===== src/rtl/spi_reg_loader.sv =====
module spi_reg_loader #(
  parameter logic [6:0] DEV_ID = 7'b1001111,
  parameter int         SYNC   = 2
) (
  input  logic       clk,
  input  logic       rst_n,
  input  logic       spi_sck,
  input  logic       spi_csn,
  input  logic       spi_sdi,
  output logic       wr_en,
  output logic [6:0] wr_addr,
  output logic [7:0] wr_data
);

  typedef enum logic [1:0] {PH_DEV, PH_PTR, PH_DATA, PH_SKIP} phase_t;

  logic [SYNC-1:0] cs_p, ck_p, di_p;
  logic            ck_q;
  logic [2:0]      bit_cnt;
  logic [6:0]      shreg;
  logic [6:0]      ptr;
  logic            inc;
  phase_t          phase;

  wire cs_act    = ~cs_p[SYNC-1];
  wire ck_s      = ck_p[SYNC-1];
  wire di_s      = di_p[SYNC-1];
  wire ck_rise   = ck_s & ~ck_q;
  wire byte_done = cs_act & ck_rise & (bit_cnt == 3'd7);
  wire [7:0] nxt_byte = {shreg, di_s};

  always_ff @(posedge clk or negedge rst_n) begin
    if (!rst_n) begin
      cs_p <= '1;
      ck_p <= '0;
      di_p <= '0;
    end else begin
      cs_p <= {cs_p[SYNC-2:0], spi_csn};
      ck_p <= {ck_p[SYNC-2:0], spi_sck};
      di_p <= {di_p[SYNC-2:0], spi_sdi};
    end
  end

  always_ff @(posedge clk or negedge rst_n) begin
    if (!rst_n) begin
      ck_q    <= 1'b0;
      bit_cnt <= '0;
      shreg   <= '0;
      ptr     <= '0;
      inc     <= 1'b0;
      phase   <= PH_DEV;
      wr_en   <= 1'b0;
      wr_addr <= '0;
      wr_data <= '0;
    end else begin
      ck_q  <= ck_s;
      wr_en <= 1'b0;
      if (!cs_act) begin
        bit_cnt <= '0;
        phase   <= PH_DEV;
      end else if (ck_rise) begin
        shreg   <= nxt_byte[6:0];
        bit_cnt <= bit_cnt + 3'd1;
        if (bit_cnt == 3'd7) begin
          case (phase)
            PH_DEV:  phase <= (nxt_byte == {DEV_ID, 1'b0}) ? PH_PTR : PH_SKIP;
            PH_PTR: begin
              ptr   <= nxt_byte[6:0];
              inc   <= nxt_byte[7];
              phase <= PH_DATA;
            end
            PH_DATA: begin
              wr_en   <= 1'b1;
              wr_addr <= ptr;
              wr_data <= nxt_byte;
              if (inc) ptr <= ptr + 7'd1;
            end
            default: ;
          endcase
        end
      end
    end
  end

  assert_strobe_single_R9: assert property (@(posedge clk) disable iff (!rst_n)
    wr_en |=> !wr_en);
  assert_strobe_in_data_R5: assert property (@(posedge clk) disable iff (!rst_n)
    wr_en |-> phase == PH_DATA);
  assert_outputs_hold_R9: assert property (@(posedge clk) disable iff (!rst_n)
    !wr_en |=> (wr_en || ($stable(wr_addr) && $stable(wr_data))));
  assert_skip_silent_R3: assert property (@(posedge clk) disable iff (!rst_n)
    (phase == PH_SKIP) |=> (!wr_en && $stable(ptr)));
  assert_inc_step_R6: assert property (@(posedge clk) disable iff (!rst_n)
    (byte_done && phase == PH_DATA && inc) |=> ptr == $past(ptr) + 7'd1);
  assert_ptr_hold_R7: assert property (@(posedge clk) disable iff (!rst_n)
    (byte_done && phase == PH_DATA && !inc) |=> $stable(ptr));
  assert_deselect_clear_R8: assert property (@(posedge clk) disable iff (!rst_n)
    !cs_act |=> (bit_cnt == 3'd0 && phase == PH_DEV));

endmodule


===== config.mk =====
export PLATFORM = sky130hd
export DESIGN_NAME = spi_reg_loader
export DESIGN_NICKNAME = d
export VERILOG_FILES = /design/src/rtl/spi_reg_loader.sv
export SDC_FILE = /design/constraint.sdc
export NUM_CORES = 1
export LEC_CHECK = 0
export BUFFER_PORTS_ARGS = -buffer_cell sky130_fd_sc_hd__buf_2
export CAP_MARGIN = 20
export CORE_MARGIN = 1
export CORE_UTILIZATION = 60
export CTS_CLUSTER_DIAMETER = 150
export DETAILED_ROUTE_END_ITERATION = 16
export PLACE_DENSITY = 0.85
export SLEW_MARGIN = 20
export SYNTH_ARGS = -nofsm -noshare
export SYNTH_HDL_FRONTEND = slang
export SYNTH_SLANG_ARGS = --single-unit

===== constraint.sdc =====
create_clock -name clk -period 2.7 [get_ports clk]
set_clock_uncertainty 0.1 [all_clocks]
set_input_delay 0 -clock clk [delete_from_list [all_inputs] [get_ports clk]]
set_output_delay 0 -clock clk [all_outputs]
set_load 0.03 [all_outputs]

==> metrics.md <==
| Metric | Value |
|---|---|
| Mux contribution to synthesized area | `15.65%` |
| # diodes | `0` |
| Unique masters post-synth | `37` |
| Peak VDD IR | `around 0.00052 V` |
| Via count | `around 1,200` |
| Initial core utilization | `65.57%` |
| Setup TNS | `0 ns` |
| Synth Area in Adders | `around 2.7%` |
| Longest Clk Path Bufs | `2` |
| Status | `finished, violations left` |
| Area of the die | `roughly 3300 um^2` |
| Post-placement setup slack | `about 0.78 ns` |
| Reg2reg end | `wr_data[3]$_DFFE_PN0P_` |
| Main synth FF type | `dfrtp_1` |
| R2R Setup Slk | `roughly 0.73 ns` |
| Hpwl dp | `2063 um` |
| Tot Pwr | `~1400 uW` |
| CP Class | `register to register` |
| DP Area | `a little under 2000 um^2` |
| Root buf cell | `clkbuf_4` |
| Sequential share of the synthesized area | `approximately 58%` |
| I/O Buffers | `20` |
| Unrepaired setup endpoints after global routing | `no` |
| Setup violations, final | `0` |
| Area grow syn2layout | `13.18%` |
| Reg clk slew, reported paths | `around 0.12 ns` |
| Setup repair bufs after CTS | `0` |
| Synth Area in Simple Gates | `13.31%` |
| # DRC | `1` |
| Main combinational cell family by area after synthesis | `multiplexers` |
| #FFs+latches synth | `43` |
| Latest clock arrival within the worst-skew pair | `about 0.36 ns` |
| Final number of hold-violating endpoints | `0` |
| Largest stage delay, worst path | `between 0.5 and 0.6 ns` |
| Final Cell Area | `~2100 um^2` |
| First-pass GRT wire length | `between 5000 and 6000 um` |
| Ports | `21` |
| Gr usage total | `21.26%` |
| Yosys warning count | `0` |
| Rel. slew slack | `between 30% and 40%` |
| Num CTS Buffers | `5` |
| Failing checks | `design-rule violations` |
| Most frequent cells in the layout | `dfrtp_1, buf_2, nand2_1` |
| DIE HEIGHT | `between 50 and 60 um` |
| Largest net degree at the start of global routing | `44` |
| Post-Syn Nets | `150` |
| Leakage power | `0.001088 uW` |
| Final worst path period need | `1.967 ns` |
| Setup ws final | `~0.73 ns` |
| Horiz. Die Dim | `~58 um` |
| Hold path endpoint | `ck_p[0]$_DFF_PN0_` |
| Xor-xnor portion of the synthesized cell area | `less than 1%` |
| # rows | `19` |
| R2R depth | `3` |
| Std-Cell Core Area | `about 2900 um^2` |
| Crit. End Element | `register` |
| Initial antenna violation count | `0` |
| Critical path data arrival time | `around 2.1 ns` |
| Slew of the pin with the lowest slew margin | `about 0.9 ns` |
| Asr flop ratio synth | `between 90% and 100%` |
| Max_cap viols | `0` |
| Register area | `around 1100 um^2` |
| Gr ovfl total | `0` |
| H-tree levels | `2` |
| Fmax | `around 510 MHz` |
| RR Startpoint | `phase[0]$_DFFE_PN0P_` |
| Post-Syn Area | `between 1500 and 2000 um^2` |
| Layout cell share with drive strength beyond 1 | `30.18%` |
| Number of synthesized flops with an enable pin | `0` |
| Startpoint Class | `register` |
| Vias in the first global route | `1,159` |
| Antenna violation net count after detailed routing | `0` |
| Hold-critical path depth | `2` |
| Final max-slew violation count | `0` |
| Routed vias/inst | `roughly 5.8` |
| Routability Congestion | `between 0.9 and 1` |
| Final net count | `about 180` |
| Commonest non-fill, non-tap cell in the layout | `dfrtp_1` |
| 1st-iter DRT viols | `45` |
| Gate Count Post-Synth | `141` |
| Final cycle utilization of the critical path | `around 73%` |
| Worst hold start | `spi_sck` |
| Crit path max-delay cell type | `nor2b_1` |
| Wire length per cell | `around 15 um` |
| Layout fillers | `about 190` |
| CTS tree | `built` |
| Area occupied by multi-input gates | `about 750 um^2` |
| PwrDens | `639.6 nW/um^2` |
| DRT Pass-1 Iters | `10` |
| Hold WC Path Type | `primary input to register` |
| Cell Chain, Critical Path | `nor2b_1, nand3_4, mux2_1` |
| Mean post-synth cell area | `~13 um^2` |
| Maximum fanout along the worst path | `16` |
| Final WL | `slightly above 3000 um` |
| Synth Area in Compound Gates | `around 7.6%` |
| CTS sink count | `43` |
| WHS | `around 0.17 ns` |
| Req. time, crit path | `approximately 2.9 ns` |
-- layer usage --
| layer | wire length, um | global-route usage (%) | up-vias | part of all wire [%] |
|---|---|---|---|---|
| met2 | 1374 | 32.35 | 37 | 45 |
| met4 | 97 | 12.93 | 0 | 3.2 |
| met3 | 158 | 4.911 | 12 | 5.2 |
| met5 | 0 | 0 | - | 0 |
| li1 | - | - | 555 | - |
| met1 | 1406 | 27.96 | 556 | 46 |
-- where the power goes --
group	switching (uW)	internal, uW
Combinational	47.6	62.4
Sequential	60.9	694
Clock	200	289
-- cell families after synthesis --
group | count (synthesis)
adder cells (fa/ha/maj) | 4
XOR/XNOR | 2
buffers and inverters | 6
flip-flops | 43
AO/OA/AOI/OAI | 22
multiplexers | 23
AND/OR/NAND/NOR | 41
-- cell usage after synthesis (3+ instances only) --
cell | n | share of area (%)
nor2_1 | 5 | 1.0
mux2_2 | 7 | 4.2
a21oi_1 | 7 | 1.9
o21ai_1 | 6 | 1.6
dfrtp_1 | 41 | 55
ha_1 | 4 | 2.7
nor2b_1 | 3 | 1.0
mux2_4 | 9 | 7.2
mux2_1 | 7 | 4.2
nand2_1 | 10 | 2.0
nand3_1 | 9 | 2.4
-- critical path: cells and delay by family, from the launching register on --
family           cells  cell delay (ns)
and+or+nand+nor      2             0.90
DFF                  1             0.44
muxes                1             0.41
-- worst max path at each step --
stage	start	to	slack, ns	depth (start not counted)
global route	phase[0]$_DFFE_PN0P_	wr_data[2]$_DFFE_PN0P_	0.59	3
finish	phase[0]$_DFFE_PN0P_	wr_data[3]$_DFFE_PN0P_	0.73	3
floorplan	bit_cnt[0]$_DFFE_PN0P_	wr_addr[0]$_DFFE_PN0P_	1.10	5
detailed placement	phase[0]$_DFFE_PN0P_	wr_data[3]$_DFFE_PN0P_	0.78	3
CTS	phase[0]$_DFFE_PN0P_	wr_data[3]$_DFFE_PN0P_	0.75	3
global placement	phase[0]$_DFFE_PN0P_	wr_data[3]$_DFFE_PN0P_	0.85	3
-- state kept, by name, summed over array words and instances (netlist names) --
signal / flops
wr_addr: 7
di_p: 2
cs_p: 2
ptr: 7
ck_p: 2
inc: 1
phase: 2
wr_en: 1
bit_cnt: 3
wr_data: 8
shreg: 7
ck_q: 1
-- stage by stage --
stage                     utilization, %  cells
after floorplan                        -    141
after global placement             69.25    188
final                              74.21    200
after CTS                          74.21    200
after detailed placement           69.25    188
after global routing               74.21    200
-- final cells by class --
type | count | area share [%]
Timing Repair Buffer | 24 | 6.619
Tap cell | 31 | 1.832
Inverter | 2 | 0.3546
Clock buffer | 6 | 1.950
Sequential cell | 43 | 50.95
Clock inverter | 2 | 2.837
Multi-Input combinational cell | 92 | 35.46
-- what timing repair did --
action | CTS | global route
hold endpoints to repair | 44 | 0
gates resized for setup | 0 | 0
hold buffers | 4 | 0
No activity file was read; power rests on OpenSTA's default activity.
